<file path="src/rtl/stx_pkg.sv">
package stx_pkg;
   typedef enum logic {
      FMT_I2S = 1'b0,
      FMT_LJ  = 1'b1
   } stx_fmt_e;

   // frame clock level that marks the left channel for a framing
   function automatic logic left_level(stx_fmt_e f);
      return (f == FMT_LJ);
   endfunction
endpackage

</file>
<file path="src/rtl/stx_mst_clkgen.sv">
module stx_mst_clkgen
   import stx_pkg::*;
#(
   parameter int HALF  = 4,
   parameter int SLOTS = 32
) (
   input  logic     clk,
   input  logic     rst_n,
   input  logic     en,
   input  stx_fmt_e fmt,
   output logic     bclk,
   output logic     fclk,
   output logic     tick,
   output logic     lvl
);
   localparam int HW = (HALF > 1) ? $clog2(HALF) : 1;
   localparam int FW = $clog2(2 * SLOTS);
   localparam logic [HW-1:0] HLAST = HW'(HALF - 1);
   localparam logic [FW-1:0] PLAST = FW'(2 * SLOTS - 1);
   localparam logic [FW-1:0] PHALF = FW'(SLOTS);

   logic [HW-1:0] hcnt;
   logic [FW-1:0] pos;
   logic [FW-1:0] pos_n;
   logic          fr_n;

   always_comb begin
      pos_n = (pos == PLAST) ? '0 : pos + 1'b1;
      // first half of a frame carries the left channel
      fr_n  = (pos_n >= PHALF) ^ left_level(fmt);
   end

   always_ff @(posedge clk) begin
      if (!rst_n || !en) begin
         hcnt <= '0;
         bclk <= 1'b1;
         pos  <= PLAST;
         fclk <= 1'b0;
         tick <= 1'b0;
      end else begin
         tick <= 1'b0;
         if (hcnt == HLAST) begin
            hcnt <= '0;
            bclk <= ~bclk;
            if (bclk) begin
               pos  <= pos_n;
               fclk <= fr_n;
               tick <= 1'b1;
            end
         end else begin
            hcnt <= hcnt + 1'b1;
         end
      end
   end

   assign lvl = fclk;


   fclk_on_fall_chk: assert property (@(posedge clk) disable iff (!rst_n || !en)
      $changed(fclk) |-> $fell(bclk));

   bclk_min_half_chk: assert property (@(posedge clk) disable iff (!rst_n || !en)
      $changed(bclk) |=> $stable(bclk));
endmodule

</file>
<file path="src/rtl/stx_slv_sync.sv">
module stx_slv_sync #(
   parameter int STAGES = 2
) (
   input  logic clk,
   input  logic rst_n,
   input  logic bclk_in,
   input  logic fclk_in,
   output logic tick,
   output logic lvl
);
   logic [STAGES-1:0] b_sr;
   logic [STAGES-1:0] f_sr;
   logic              b_last;

   generate
      if (STAGES == 1) begin : g_one
         always_ff @(posedge clk) begin
            if (!rst_n) begin
               b_sr <= 1'b1;
               f_sr <= 1'b0;
            end else begin
               b_sr <= bclk_in;
               f_sr <= fclk_in;
            end
         end
      end else begin : g_multi
         always_ff @(posedge clk) begin
            if (!rst_n) begin
               b_sr <= '1;
               f_sr <= '0;
            end else begin
               b_sr <= {b_sr[STAGES-2:0], bclk_in};
               f_sr <= {f_sr[STAGES-2:0], fclk_in};
            end
         end
      end
   endgenerate

   always_ff @(posedge clk) begin
      if (!rst_n) b_last <= 1'b1;
      else        b_last <= b_sr[STAGES-1];
   end

   assign tick = b_last & ~b_sr[STAGES-1];
   assign lvl  = f_sr[STAGES-1];


   tick_isolated_chk: assert property (@(posedge clk) disable iff (!rst_n)
      tick |=> !tick);
endmodule

</file>
<file path="src/rtl/stx_shifter.sv">
module stx_shifter
   import stx_pkg::*;
#(
   parameter int W         = 24,
   parameter int MAX_SLOTS = 64
) (
   input  logic         clk,
   input  logic         rst_n,
   input  logic         tick,
   input  logic         lvl,
   input  stx_fmt_e     fmt,
   input  logic [W-1:0] hold_l,
   input  logic [W-1:0] hold_r,
   output logic         sd
);
   localparam int CW = $clog2(MAX_SLOTS + 1);
   localparam logic [CW-1:0] SAT = CW'(MAX_SLOTS);

   logic          have_lv, prev_lv, synced;
   logic [CW-1:0] slot, slot_n;
   logic [W-1:0]  act_l, act_r, cur_w, old_w;
   logic          trans, is_left, start, bit_n, emit;

   function automatic logic pick(logic [W-1:0] w, int k);
      if (k >= 0 && k < W) return w[W-1-k];
      return 1'b0;
   endfunction

   always_comb begin
      trans   = have_lv && (lvl != prev_lv);
      is_left = (lvl == left_level(fmt));
      start   = trans && is_left;
      cur_w   = is_left ? (start ? hold_l : act_l) : act_r;
      old_w   = is_left ? act_r : act_l;
      if (trans)            slot_n = '0;
      else if (slot == SAT) slot_n = slot;
      else                  slot_n = slot + 1'b1;
      if (fmt == FMT_I2S) begin
         // first slot after an edge still belongs to the previous channel
         if (trans) bit_n = pick(old_w, int'(slot));
         else       bit_n = pick(cur_w, int'(slot_n) - 1);
      end else begin
         bit_n = pick(cur_w, int'(slot_n));
      end
      emit = synced || (trans && fmt == FMT_LJ);
   end

   always_ff @(posedge clk) begin
      if (!rst_n) begin
         have_lv <= 1'b0;
         prev_lv <= 1'b0;
         synced  <= 1'b0;
         slot    <= '0;
         act_l   <= '0;
         act_r   <= '0;
         sd      <= 1'b0;
      end else if (tick) begin
         have_lv <= 1'b1;
         prev_lv <= lvl;
         slot    <= slot_n;
         if (trans) synced <= 1'b1;
         if (start) begin
            act_l <= hold_l;
            act_r <= hold_r;
         end
         sd <= emit & bit_n;
      end
   end


   sd_on_tick_chk: assert property (@(posedge clk) disable iff (!rst_n)
      $changed(sd) |-> $past(tick));

   pad_zero_chk: assert property (@(posedge clk) disable iff (!rst_n)
      (tick && synced && !trans && slot >= CW'(W)) |=> !sd);
endmodule

</file>
<file path="src/rtl/stereo_ser_tx.sv">
module stereo_ser_tx
   import stx_pkg::*;
#(
   parameter int SAMPLE_W    = 24,
   parameter int MST_SLOTS   = 32,
   parameter int MST_HALF    = 4,
   parameter int SYNC_STAGES = 2,
   parameter int MAX_SLOTS   = 64
) (
   input  logic                clk,
   input  logic                rst_n,
   input  logic                smp_valid_i,
   input  logic [SAMPLE_W-1:0] smp_left_i,
   input  logic [SAMPLE_W-1:0] smp_right_i,
   input  logic                fmt_sel_i,
   input  logic                bclk_i,
   input  logic                fclk_i,
   input  logic                pad_strap_i,
   output logic                master_o,
   output logic                bclk_o,
   output logic                fclk_o,
   output logic                sd_o,
   output logic                sd_oe_o
);
   generate
      if (SAMPLE_W < 1 || MST_SLOTS < SAMPLE_W || MAX_SLOTS < MST_SLOTS)
      begin : g_bad_width
         $error("stereo_ser_tx: slot counts must cover the sample width");
      end
      if (MST_HALF < 2) begin : g_bad_half
         $error("stereo_ser_tx: MST_HALF must be at least 2");
      end
      if (SYNC_STAGES < 1) begin : g_bad_sync
         $error("stereo_ser_tx: SYNC_STAGES must be at least 1");
      end
   endgenerate

   stx_fmt_e            fmt;
   logic [SAMPLE_W-1:0] hold_l, hold_r;
   logic                m_tick, m_lvl, s_tick, s_lvl, tick, lvl;

   assign fmt = stx_fmt_e'(fmt_sel_i);

   always_ff @(posedge clk) begin
      if (!rst_n) begin
         master_o <= pad_strap_i;
         sd_oe_o  <= 1'b0;
         hold_l   <= '0;
         hold_r   <= '0;
      end else begin
         sd_oe_o <= 1'b1;
         if (smp_valid_i) begin
            hold_l <= smp_left_i;
            hold_r <= smp_right_i;
         end
      end
   end

   stx_mst_clkgen #(.HALF(MST_HALF), .SLOTS(MST_SLOTS)) u_clkgen (
      .clk(clk), .rst_n(rst_n), .en(master_o), .fmt(fmt),
      .bclk(bclk_o), .fclk(fclk_o), .tick(m_tick), .lvl(m_lvl));

   stx_slv_sync #(.STAGES(SYNC_STAGES)) u_sync (
      .clk(clk), .rst_n(rst_n), .bclk_in(bclk_i), .fclk_in(fclk_i),
      .tick(s_tick), .lvl(s_lvl));

   assign tick = master_o ? m_tick : s_tick;
   assign lvl  = master_o ? m_lvl  : s_lvl;

   stx_shifter #(.W(SAMPLE_W), .MAX_SLOTS(MAX_SLOTS)) u_shift (
      .clk(clk), .rst_n(rst_n), .tick(tick), .lvl(lvl), .fmt(fmt),
      .hold_l(hold_l), .hold_r(hold_r), .sd(sd_o));


   role_lock_chk: assert property (@(posedge clk) disable iff (!rst_n)
      $past(rst_n) |-> $stable(master_o));

   oe_hold_chk: assert property (@(posedge clk) disable iff (!rst_n)
      $past(rst_n) |-> sd_oe_o);
endmodule

</file>
<file path="config.mk">
export PLATFORM = sky130hd
export DESIGN_NAME = stereo_ser_tx
export DESIGN_NICKNAME = d
export VERILOG_FILES = /design/src/rtl/stx_pkg.sv /design/src/rtl/stx_mst_clkgen.sv /design/src/rtl/stx_slv_sync.sv /design/src/rtl/stx_shifter.sv /design/src/rtl/stereo_ser_tx.sv
export SDC_FILE = /design/constraint.sdc
export NUM_CORES = 1
export LEC_CHECK = 0
export ABC_AREA = 1
export BUFFER_PORTS_ARGS = -buffer_cell sky130_fd_sc_hd__buf_2
export CORE_MARGIN = 5
export CORE_UTILIZATION = 60
export DETAILED_ROUTE_END_ITERATION = 10
export PLACE_DENSITY_LB_ADDON = 0.2
export SYNTH_ARGS = -nofsm -noshare
export SYNTH_HDL_FRONTEND = slang
export SYNTH_SLANG_ARGS = --single-unit
</file>
<file path="constraint.sdc">
create_clock -name clk -period 3.8 [get_ports clk]
set_input_delay 0.19 -clock clk [delete_from_list [all_inputs] [get_ports clk]]
set_output_delay 0.19 -clock clk [all_outputs]
set_load 0.01 [all_outputs]
</file>
# == After elaboration in Yosys (flattened, before gate mapping) ==
# Index checks and enable logic that the tools add are counted.
# op_classes
add_sub_neg,7
eq_ne,5
n_reduce_logical,13
order_cmp,8
mux,35
bitwise,6
# op_table
op,n
$lt A32 B7 Y1 const B,3
$mux W24,3
$ge A32 B1 Y1 const B,1
$lt A32 B6 Y1 const B,1
$sub A6 B32 Y32 const A,1
$mux W1,26
$sub A5 B7 Y8 const A,2
$bmux W1 S5,3
$lt A7 B5 Y1 const B,2
$mux W7,2
$sub A7 B1 Y8 const B,1
$add A7 B1 Y7 const B,1
$eq A7 B7 Y1 const B,1
$add A6 B1 Y6 const B,1
$eq A6 B6 Y1 const B,1
$ge A6 B6 Y1 const B,1
$mux W6,1
$reduce_and A2 Y1,3
$logic_and A1 B1 Y1,4
$reduce_or A2 Y1,2
$not A1 Y1,3
$add A2 B1 Y2 const B,1
$and A1 B1 Y1,2
$eq A2 B2 Y1 const B,1
5 further kinds,7
# totals
register_bits,125
wordCells,93

# == Longest topological paths before layout ==
# Gate-level depths: netlist of run 1.
# depth
depth_word,14
ltp_mapped,23
depth_no_buf,21

# == Modules after synthesis ==
# From an unflattened synthesis of run 1, not the netlist that was laid out.
# hier_totals
cells_unflattened,1062
area_unflattened_um2,6914.1
# by_module_without_submodules
module,instances,seq_area_each_um2,area_per_inst_um2,cells_each
stx_shifter,1,1181.1,4215.3,672
stereo_ser_tx,1,1011.0,2053.2,313
stx_mst_clkgen,1,220.2,500.5,60
stx_slv_sync,1,100.1,145.1,17

# == Least setup slack after synthesis of run 1 ==
# OpenSTA, ideal clock, no wires.
# synth_path
path_type,reg-to-reg
start,reg u_shift.slot[0]
end,reg u_shift.sd
arrival_ps,2684
path_stages_with_launch,24
n_path_buf,3
setup_ps,116
path_slack_ps,999
cell_sequence,dfxtp_1 -> clkbuf_1 -> inv_1 -> clkbuf_1 -> ha_1 -> nand2_1 -> inv_1 -> nand3_1 -> nand2_1 -> nand3_2 -> buf_2 -> ha_1 -> inv_1 -> nand3_1 -> nand2_1 -> nand2_1 -> nand2_1 -> nand2_1 -> nand2_1 -> inv_1 -> nand2_1 -> nand2_1 -> nand3_1 -> a21oi_1
# synth_between
elab_chain_len,13
elab_cells_between_ends,39
cone_classes,add/sub (5); order compare (4); eq/ne (1); mux (27); bitwise (1); reduce/logical (1)
# synth_rtl
item,line,text
from (decl),stx_shifter.sv:20,"logic [CW-1:0] slot, slot_n;"
from (signal assigned),stx_shifter.sv:60,slot <= slot_n;
$add A7 B1 Y7 / $eq A7 B7 Y1 (equally long branches),"stx_shifter.sv:37, stx_shifter.sv:36",
$mux W7,stx_shifter.sv:36,else if (slot == SAT) slot_n = slot;
$mux W7,stx_shifter.sv:35,if (trans) slot_n = '0;
$sub A7 B1 Y8,stx_shifter.sv:41,"else bit_n = pick(cur_w, int'(slot_n) - 1);"
$sub A6 B32 Y32 (tied with other cells),stx_shifter.sv:25,if (k >= 0 && k < W) return w[W-1-k];
$bmux W1 S5 / $logic_and A1 B1 Y1 (equally long branches),stx_shifter.sv:25,
$mux W1 (not written as such),stx_shifter.sv:25,
$mux W1 (on tied branches),"stx_shifter.sv:25, stx_shifter.sv:40",
$mux W1 (on tied branches),"stx_shifter.sv:25, stx_shifter.sv:38",
$mux W1,stx_shifter.sv:26,return 1'b0;
$mux W1,stx_shifter.sv:40,"if (trans) bit_n = pick(old_w, int'(slot));"
$mux W1 *,stx_shifter.sv:38,if (fmt == FMT_I2S) begin
$and A1 B1 Y1 *,stx_shifter.sv:66,sd <= emit & bit_n;
to (signal assigned),stx_shifter.sv:66,
to (decl),stx_shifter.sv:14,output logic sd
# Mark *: on every way between the ends. The rest lies on a longest branch, timed or not. The select of a mux whose other input is x is not followed.
# A chain may end at the register's enable or synchronous reset.

# == Worst setup path after layout of run 1 ==
# layout_path
start,reg u_shift.slot[1]
end,reg u_shift.sd
# The elaborated chain is that of the path after synthesis.

==> results of run 1 <==
-- stage by stage --
step | cells | total power, mW | util
floorplan | 977 | 1.73 | -
global placement | 1129 | 1.85 | 0.637
detailed placement | 1129 | 1.85 | 0.637
CTS | 1213 | 3.44 | 0.739
global route | 1213 | 3.59 | 0.739
finish | 1213 | 3.45 | 0.739
-- how the worst max path moves through the flow --
stage | startpoint | endpoint | slack, ps | depth (start not counted)
after floorplan | u_shift.slot[0] | u_shift.sd | 1000 | 23
after global placement | u_shift.slot[1] | u_shift.sd | 820 | 19
after detailed placement | u_shift.slot[1] | u_shift.sd | 860 | 21
after global routing | u_shift.slot[0] | u_shift.sd | 520 | 20
final | u_shift.slot[1] | u_shift.sd | 770 | 19
after CTS | u_shift.slot[1] | u_shift.sd | 830 | 21
-- registers in the layout (all words and copies together), names as in the netlist, 2 cells and up --
name           count
u_sync.b_sr        2
u_clkgen.pos       6
u_clkgen.hcnt      2
u_shift.act_l     24
u_sync.f_sr        2
hold_r            24
u_shift.slot       7
u_shift.act_r     24
hold_l            24
-- layout make-up --
| class | count | area (µm²) | area share |
|---|---|---|---|
| clock buffer | 22 | 473 | 0.0593 |
| clock inverter | 10 | 103 | 0.0129 |
| inverter | 101 | 379 | 0.0475 |
| multi-input combinational | 691 | 3420 | 0.429 |
| sequential | 125 | 2510 | 0.315 |
| tap | 140 | 175 | 0.0220 |
| timing repair buffer | 124 | 913 | 0.115 |
-- power by group --
group	internal (mW)	leakage [nW]	total [mW]	switching, mW
registers	1.37	1.03	1.40	0.0364
clock network	0.946	0.279	1.56	0.618
logic	0.180	2.30	0.479	0.299
-- kinds of logic (layout without fill, tap and decap cells) --
| logic type | after synthesis | after routing | synth area share |
|---|---|---|---|
| AOI/OAI and AO/OA | 183 | 183 | 0.158 |
| xor gates and xnor gates | 8 | 8 | 0.0106 |
| adders and majority gates | 9 | 9 | 0.0171 |
| buffers and inverters | 161 | 257 | 0.101 |
| DFF | 125 | 125 | 0.381 |
| and+or+nand+nor | 491 | 491 | 0.333 |
-- layer usage --
metal	GRT usage	vias to the layer above	share of wire
li1	-	3407	-
met1	0.399	3110	0.42
met2	0.508	299	0.48
met3	0.0584	48	0.069
met4	0.133	0	0.033
met5	0	-	0
-- synthesized netlist by cell type, types with 3 or more instances --
library cell  count  area share
inv_2             4      0.0023
buf_1             4      0.0023
buf_2            15       0.011
nand2_1         195        0.11
nand2_2           8      0.0076
ha_1              9       0.017
buf_6             5      0.0085
o21ai_0          80       0.061
inv_1            97       0.055
nand3_1         163        0.12
a21oi_1          50       0.038
nand3_2           3      0.0045
dfxtp_1         124        0.38
xor2_1            6      0.0080
o211ai_1         48       0.055
nand4_1           3      0.0028
nor2_1          102       0.058
clkbuf_1         34       0.019
-- repair_timing --
item | in CTS | in global routing
hold buffers | 52 | 0
endpoints found under the setup margin | 0 | 0
endpoints found under the hold margin | 52 | 0
-- critical path, delay by kind of cell (launching register included) --
family / cells / cell delay [ps]
fa+ha+maj: 2 / 710
compound gates: 2 / 260
simple gates: 11 / 1030
buf+inv: 4 / 640
flops: 1 / 300
==> summary.md, run 1 <==
| Metric | Value |
|---|---|
| Die ar. | 0.0132 mm² |
| Final Hold Viols | 0 |
| Worst r2r path cells | 19 |
| R2r endpoint | u_shift.sd |
| Worst slew pin tran | 802 ps |
| Gr usage total | 0.310 |
| Routability cong. | 0.982 |
| IO Pins | 60 |
| Die Wd | 115 µm |
| Most frequent CP cell | nand2_1 |
| Fill cells | 868 |
| Die Span Y | around 110 µm |
| Main synth FF type | dfxtp_1 |
| Iteration-0 DRC Markers | roughly 750 |
| Syn nets | about 1000 |
| Setup TNS | 0 ps |
| Crit start category | flop |
| Worst Hold Class | primary input to flop |
| Leakage | 3.61 nW |
| TritonCTS Buffers | 17 |
| Core area | 0.0108 mm² |
| Period minus WS final | approximately 3000 ps |
| CP Class | flop to flop |
| Most frequent cells in the layout | nand2_1 (195), nand3_1 (163), dfxtp_1 (124) |
| Sequential fraction of the synthesis area | 0.381 |
| Routed Antenna Nets | 0 |
| Reg-to-Reg Start | u_shift.slot[1] |
| H-tree depth | 4 |
| CTS Sinks | 125 |
| Layout cells sized above 1 | 0.120 |
| Antenna violations before repair | 0 |
| Place WS | 865 ps |
| Slew Limit Fails | 0 |
| Yosys reg bits | 125 |
| Post-CTS sizing | 0 |
| CP Max Fanout | 10 |
| HP Start | rst_n |
| VDD IR-drop max | approximately 400 µV |
| CTS tree | built |
| Outcome | finished clean |
| Vias post-DR | 6864 |
| Synth Warn # | 0 |
| Async set or reset register ratio after synthesis | 0 |
| RSZ-0062 raised after global routing | false |
| Root buf cell | clkbuf_8 |
| Crit path largest cell delay | 520 ps |
| DP Area | between 0.006 and 0.007 mm² |
| Vias in the first global route | 6372 |
| Peak Freq | ~330 MHz |
| Post-layout nets | approximately 1100 |
| Final setup vio count | 0 |
| Post-synth cell types | 37 |
| Vias/cell | 5.66 |
| CP endpoint kind | flop |
| DRT Pass-1 Iters | 6 |
| CP arrival | 3480 ps |
| Number of synthesized flops with an enable pin | 1 |
| Mapped Area | 0.00660 mm² |
| Rows | 38 |
| Gr ovfl total | 0 |
| Crit share post-route | 0.798 |
| Commonest non-fill, non-tap cell in the layout | nand2_1 |
| # DRC | 0 |
| Max stage delay cell, worst path | ha_1 |
| Skew-Pair Late Insertion Delay | between 500 and 600 ps |
| Pwr dens | 432 mW/mm² |
| First-pass GRT wire length | 32300 µm |
| R2R Setup Slk | 770 ps |
| Largest net degree at the start of global routing | 64 |
| Setup WS post-layout | 766 ps |
| Final Cell Area | 0.00798 mm² |
| Starting Density | 0.612 |
| Ant diodes | 0 |
| PortBufs | 59 |
| Hold path cells | 2 |
| CTS Buffer Depth | 2 |
| Clk pin slew, worst setup/hold paths | 60 ps |
| Final WL | 19800 µm |
| Setup Skew | ~8.4 ps |
| Gate Count Post-Synth | 977 |
| WL/cell | ~16 µm |
| Max-cap violations | 0 |
| Setup Fix Bufs, Post-CTS | 0 |
| Final hold slack | ~180 ps |
| Syn Area/Cell | approximately 6.8 µm² |
| HPWL Detailed | around 13000 µm |
| CP Cell Sequence | buf_4, inv_1, ha_1, nand2_1, inv_1, nand3_1, nand2_1, nand3_2, ha_1, inv_1, nand3_1, nand2_1, nand2_1, nand2_1, a21oi_1, nand2_1, nand2_1, nand3_1, a21oi_1 |
| Synth-to-Final Area Change | 20.8% |
| Worst Path Required | 4250 ps |
| Slew HR | 0.465 |
| Worst Hold End | u_sync.b_last |
(Power assumes the default switching activity.)
==> run 2: changes to the inputs <==
Settings changed: CORE_UTILIZATION 60 to 54.
Clock period 3.8 ns to 2.5 ns, I/O delays scaled along.
==> run 2 against run 1 <==
  * Maximum frequency grew 24%
  * First-iteration DRC count shrank 26%
  * Highest routed layer unchanged
  * Clock skew shrank 3.7 ps
  * Largest cell class unchanged
  * Final area grew 9.4%
  * Critical path type unchanged
  * Count of clock-buffer cells in the layout grew 1
  * Global-route usage shrank 3.2 points
  * Critical path depth shrank 1
  * Routed wire length grew 5.6%
  * Non-clock buffer count grew 34
  * Sequential share of layout area shrank 2.7 points
==> summary.md, run 2 (synthesis gave the netlist of run 1 again) <==
| Metric | Value |
|---|---|
| Iteration-0 DRC Markers | 552 (was 746) |
| R2r endpoint | u_shift.sd (unchanged) |
| CTS tree | built (unchanged) |
| Die ar. | 0.0145 mm² (was 0.0132 mm²) |
| R2R Setup Slk | 40 ps (was 770 ps) |
| CP Class | flop to flop (unchanged) |
| Vias/cell | 5.62 (was 5.66) |
| Ant diodes | 0 (unchanged) |
| Core area | 0.0120 mm² (was 0.0108 mm²) |
| Max-cap violations | 0 (unchanged) |
| Rows | 40 (was 38) |
| Final core occ | 0.726 (was 0.739) |
| First-pass GRT wire length | 31700 µm (was 32300 µm) |
| Layout cells sized above 1 | 0.187 (was 0.120) |
| Final Hold Viols | 0 (unchanged) |
| Placed insts | 1156 (was 1129) |
| Skew-Pair Late Insertion Delay | 420 ps (was 530 ps) |
| CTS Sinks | 125 (unchanged) |
| Slew Limit Fails | 0 (unchanged) |
| Slew HR | 0.579 (was 0.465) |
| Routability cong. | 1.03 (was 0.982) |
| Reg-to-Reg Start | master_o (was u_shift.slot[1]) |
| Outcome | finished clean (unchanged) |
| Crit path to | u_shift.sd (unchanged) |
| CTS Buffer Depth | 2 (unchanged) |
| CP startpoint | master_o (was u_shift.slot[1]) |
| PortBufs | 59 (unchanged) |
| Finished Layout Cells | 1256 (was 1213) |
| Peak Freq | 407 MHz (was 330 MHz) |
| Final setup vio count | 0 (unchanged) |
| Pwr dens | 647 mW/mm² (was 432 mW/mm²) |
| Synth-to-Final Area Change | 32.2% (was 20.8%) |
| TritonCTS Buffers | 17 (unchanged) |
| Period minus WS final | 2460 ps (was 3030 ps) |
| VDD IR-drop max | 608 µV (was 396 µV) |
| CP arrival | 2800 ps (was 3480 ps) |
| Antenna violations before repair | 0 (unchanged) |
| Net Sw Frac | 0.257 (was 0.277) |
| HPWL Detailed | 13300 µm (was 13000 µm) |
| H-tree depth | 4 (unchanged) |
| Clk pin slew, worst setup/hold paths | 50 ps (was 60 ps) |
| Crit share post-route | 0.982 (was 0.798) |
| Switch Pwr | 1.45 mW (was 0.953 mW) |
| Pint | 4.19 mW (was 2.49 mW) |
| Gr usage total | 0.277 (was 0.310) |
| Crit start category | flop (unchanged) |
| Vias post-DR | 7056 (was 6864) |
| Worst Hold Class | primary input to flop (unchanged) |
| Most frequent cells in the layout | nand2_1 (186), nand3_1 (146), dfxtp_1 (122) (was nand2_1 (195), nand3_1 (163), dfxtp_1 (124)) |
| Post-layout nets | 1160 (was 1124) |
| Starting Density | 0.549 (was 0.612) |
| Vias in the first global route | 6349 (was 6372) |
| Combinational Power Share | 0.154 (was 0.139) |
| Setup TNS | 0 ps (unchanged) |
| # DRC | 0 (unchanged) |
| RSZ-0062 raised after global routing | true (was false) |
| Worst slew pin tran | 631 ps (was 802 ps) |
| Setup Skew | 4.73 ps (was 8.41 ps) |
| Die Wd | 121 µm (was 115 µm) |
| Largest net degree at the start of global routing | 83 (was 64) |
| Routed Antenna Nets | 0 (unchanged) |
| Clock network fraction of design power | 0.469 (was 0.454) |
| Sequential power share | 0.377 (was 0.407) |
| IO Pins | 60 (unchanged) |
| Die Span Y | 121 µm (was 115 µm) |
| WL/cell | 16.6 µm (was 16.3 µm) |
| DP Area | 0.00713 mm² (was 0.00688 mm²) |
| Worst r2r path cells | 18 (was 19) |
| CP Max Fanout | 8 (was 10) |
| Commonest non-fill, non-tap cell in the layout | nand2_1 (unchanged) |
| Gr ovfl total | 0 (unchanged) |
| Root buf cell | clkbuf_16 (was clkbuf_8) |
| Final Cell Area | 0.00872 mm² (was 0.00798 mm²) |
| Worst Path Required | 2840 ps (was 4250 ps) |
| Leakage | 3.96 nW (was 3.61 nW) |
| CP endpoint kind | flop (unchanged) |
| DRT Pass-1 Iters | 5 (was 6) |
| Final WL | 20900 µm (was 19800 µm) |
## run 2: cell types whose count changed in the layout (fill, tap and decap cells not counted), sizes merged
cell	change
buf	+35
clkbuf	+4
dlygate4sd3	-4
bufinv	+3
inv	-3
nand2	+2
clkinv	-1
## run 2: critical path, cell delays in order, from the launching register on
cell	delay, ps
edfxtp_1	450
inv_2	130
nand2_4	70
nand3_4	80
nand2_4	70
nor2_8	280
nand2_8	120
buf_8	150
nand2_1	70
nand3_1	110
nand3_1	110
nand3_1	100
nand3_1	110
nand2_1	60
a21oi_1	110
nand2_1	80
nand2_1	70
nand3_1	60
a21oi_1	140
## run 2: metrics by stage
stage / hold WS, ps / power, mW / worst slack [ps]
floorplan: 153 / 2.65 / 26.2
finish: 12.6 / 5.64 / 44.7
global route: 10.3 / 5.85 / -106
global placement: 313 / 2.87 / 35.8
detailed placement: 317 / 2.87 / 43.2
CTS: 0.840 / 5.55 / 9.21
## run 2: metal layers
layer,share of wire,GRT usage,vias to the layer above
met1,0.42,0.352,3277
met2,0.48,0.455,249
met5,0,0,-
met4,0.033,0.119,0
met3,0.060,0.0613,48
li1,-,-,3482
## run 2: worst min-delay path by stage
stage          slack [ps]  depth (start not counted)     startpoint              to
2_1_floorplan         150                          0          rst_n         sd_oe_o
3_5_place_dp          320                          3         fclk_i  u_sync.f_sr[0]
4_1_cts               0.8                          3  smp_left_i[2]       hold_l[2]
6_report               10                          3  smp_left_i[2]       hold_l[2]
5_1_grt                10                          3  smp_left_i[2]       hold_l[2]
3_3_place_gp          310                          2         bclk_i  u_sync.b_sr[0]
## run 2: power by group through the flow
stage          registers [mW]  clock network [mW]  logic [mW]
2_1_floorplan            2.15                   0       0.491
3_3_place_gp             2.17                   0       0.703
3_5_place_dp             2.17                   0       0.704
4_1_cts                  2.13                2.66       0.763
5_1_grt                  2.14                2.76       0.949
6_report                 2.13                2.64       0.867
## run 2: final cells by class
class / instances / area (µm²)
tap: 147 / 184
fill: 947 / 3290
sequential: 125 / 2510
clock buffer: 23 / 478
timing repair buffer: 158 / 1330
inverter: 101 / 384
clock inverter: 9 / 158
multi-input combinational: 693 / 3670
## run 2: what timing repair did
item	in CTS	in global routing
hold buffers	48	0
setup endpoints to repair	0	1
setup buffers	0	15
resized for setup	0	64
hold endpoints to repair	48	0
==> run 3: changes to the inputs <==
Settings changed: CELL_PAD_IN_SITES_DETAIL_PLACEMENT set to 0, CELL_PAD_IN_SITES_GLOBAL_PLACEMENT set to 2, CORE_UTILIZATION 54 to 30.
==> run 3 against run 2 <==
  * Hold slack gained 29 ps
  * Total power shrank 1.9%
  * Worst setup slack gained 48 ps
  * Count of clock-buffer cells in the layout shrank 6
  * Register-to-register slack gained 50 ps
  * Sequential share of layout area shrank 0.50 points
  * Critical path type unchanged
  * Sequential cell count is the same
  * Clock power shrank 5%
  * Utilization shrank 32 points
  * Via count shrank 3.9%
==> summary.md, run 3 (synthesis gave the netlist of run 1 again) <==
| Metric | Value |
|---|---|
| Rows | 54 (was 40) |
| PortBufs | 59 (unchanged) |
| Worst Path Required | 2780 ps (was 2840 ps) |
| IO Pins | 60 (unchanged) |
| CP endpoint kind | flop (unchanged) |
| Vias/cell | 4.87 (was 5.62) |
| Skew-Pair Late Insertion Delay | 430 ps (was 420 ps) |
| H-tree depth | 4 (unchanged) |
| Routability cong. | 0.972 (was 1.03) |
| WL/cell | 16.2 µm (was 16.6 µm) |
| CTS Sinks | 125 (unchanged) |
| Placed insts | 1294 (was 1156) |
| Most frequent cells in the layout | nand2_1 (186), nand3_1 (155), dfxtp_1 (123) (was nand2_1 (186), nand3_1 (146), dfxtp_1 (122)) |
| Core area | 0.0218 mm² (was 0.0120 mm²) |
| Root buf cell | clkbuf_16 (unchanged) |
| Gr usage total | 0.183 (was 0.277) |
| Final Hold Viols | 0 (unchanged) |
| CP Max Fanout | 8 (unchanged) |
| Gr ovfl total | 0 (unchanged) |
| Commonest non-fill, non-tap cell in the layout | nand2_1 (unchanged) |
| Worst Hold Class | primary input to flop (unchanged) |
| Largest net degree at the start of global routing | 76 (was 83) |
| Final hold slack | 41.3 ps (was 12.6 ps) |
| First-pass GRT wire length | 35300 µm (was 31700 µm) |
| Clk pin slew, worst setup/hold paths | 60 ps (was 50 ps) |
| Antenna violations before repair | 0 (unchanged) |
| Slew Limit Fails | 0 (unchanged) |
| HPWL Detailed | 16200 µm (was 13300 µm) |
| Final setup vio count | 0 (unchanged) |
| Starting Density | 0.303 (was 0.549) |
| Slew HR | 0.555 (was 0.579) |
| Worst slew pin tran | 667 ps (was 631 ps) |
| Setup Skew | 12.6 ps (was 4.73 ps) |
| Post-layout nets | 1165 (was 1160) |
| RSZ-0062 raised after global routing | true (unchanged) |
| Storage element area | 0.00251 mm² (about the same) |
| Max-cap violations | 0 (unchanged) |
| VDD IR-drop max | 330 µV (was 608 µV) |
| Vias in the first global route | 6439 (was 6349) |
| Vias post-DR | 6782 (was 7056) |
| Peak Freq | 415 MHz (was 407 MHz) |
| Crit start category | flop (unchanged) |
| Routed Antenna Nets | 0 (unchanged) |
| Setup TNS | 0 ps (unchanged) |
| Outcome | finished clean (unchanged) |
| Area of the multi-input gates | 0.00361 mm² (was 0.00367 mm²) |
| Fill cells | 2362 (was 947) |
| TritonCTS Buffers | 17 (unchanged) |
| Die Span Y | 158 µm (was 121 µm) |
| Layout cells sized above 1 | 0.182 (was 0.187) |
| Synth-to-Final Area Change | 34.4% (was 32.2%) |
| Total Power | 5.54 mW (was 5.64 mW) |
| CTS tree | built (unchanged) |
| DRT Pass-1 Iters | 5 (unchanged) |
| Iteration-0 DRC Markers | 381 (was 552) |
| Pwr dens | 624 mW/mm² (was 647 mW/mm²) |
| DP Area | 0.00733 mm² (was 0.00713 mm²) |
| CP arrival | 2690 ps (was 2800 ps) |
| CP Class | flop to flop (unchanged) |
| # DRC | 0 (unchanged) |
| Period minus WS final | 2410 ps (was 2460 ps) |
| Final WL | 22600 µm (was 20900 µm) |
| CTS Buffer Depth | 2 (unchanged) |
| Final Cell Area | 0.00887 mm² (was 0.00872 mm²) |
| Die Wd | 158 µm (was 121 µm) |
| Leakage | 3.96 nW (about the same) |
| Crit share post-route | 0.963 (was 0.982) |
| Finished Layout Cells | 1394 (was 1256) |
| Die ar. | 0.0251 mm² (was 0.0145 mm²) |
| Ant diodes | 0 (unchanged) |
==> run 3: cell types whose count changed in the layout (fill, tap and decap cells not counted), sizes merged <==
cell / before / now
inv: 102 / 109
clkbuf: 26 / 21
buf: 107 / 110
bufinv: 4 / 1
dlygate4sd3: 48 / 51
clkinv: 2 / 4
nand2: 208 / 206
==> run 3: per-layer routing <==
| layer | vias to the layer above | share of wire | GRT usage | wire length [µm] |
|---|---|---|---|---|
| met4 | 0 | 0.019 | 0.0544 | 436 |
| met3 | 24 | 0.039 | 0.0383 | 886 |
| met1 | 3136 | 0.47 | 0.242 | 10700 |
| met2 | 128 | 0.47 | 0.301 | 10600 |
| met5 | - | 0 | 0 | 0 |
| li1 | 3494 | - | - | - |
==> run 3: layout make-up <==
cell class,count,area share
timing repair buffer,165,0.159
clock inverter,15,0.0193
sequential,125,0.283
multi-input combinational,691,0.407
clock buffer,17,0.0479
inverter,101,0.0436
tap,280,0.0395
==> run 3: what timing repair did <==
action                     CTS  global route
buffers inserted             0            14
hold endpoints to repair    51             0
resized for setup            0            59
hold buffers                51             0
setup endpoints to repair    0             1
==> run 3: critical path, stage by stage (launching register included) <==
cell,delay (ps)
edfxtp_1,450
nand2_2,150
nand2_4,80
nand2_4,80
nand3_4,160
nand3_4,160
ha_4,200
nand3_4,100
nor2_4,120
nand2_2,60
buf_4,130
nor2_1,180
nor2_4,60
nand2_2,70
a21oi_2,30
nand2_1,60
nand2_1,50
nand3_1,60
a21oi_1,60
==> run 3: worst paths after layout <==
kind	start	end	slack, ps	depth (start not counted)
max	master_o	u_shift.sd	90	18
min reg2reg	u_sync.b_sr[1]	u_sync.b_last	420	2
min	fmt_sel_i	u_clkgen.fclk	40	3
max reg2reg	master_o	u_shift.sd	90	18
==> run 3: metrics by stage <==
stage / worst slack (ps) / utilization
CTS: 19.8 / 0.388
global route: -83.1 / 0.408
global placement: 42.2 / 0.337
detailed placement: 67.7 / 0.337
finish: 93.2 / 0.408
floorplan: 26.2 / -
==> run 3: power breakdown <==
group	leakage [nW]	total, mW	switching (mW)	internal [mW]
clock	0.288	2.51	1.09	1.42
sequential	1.03	2.13	0.0516	2.08
combinational	2.64	0.896	0.510	0.386
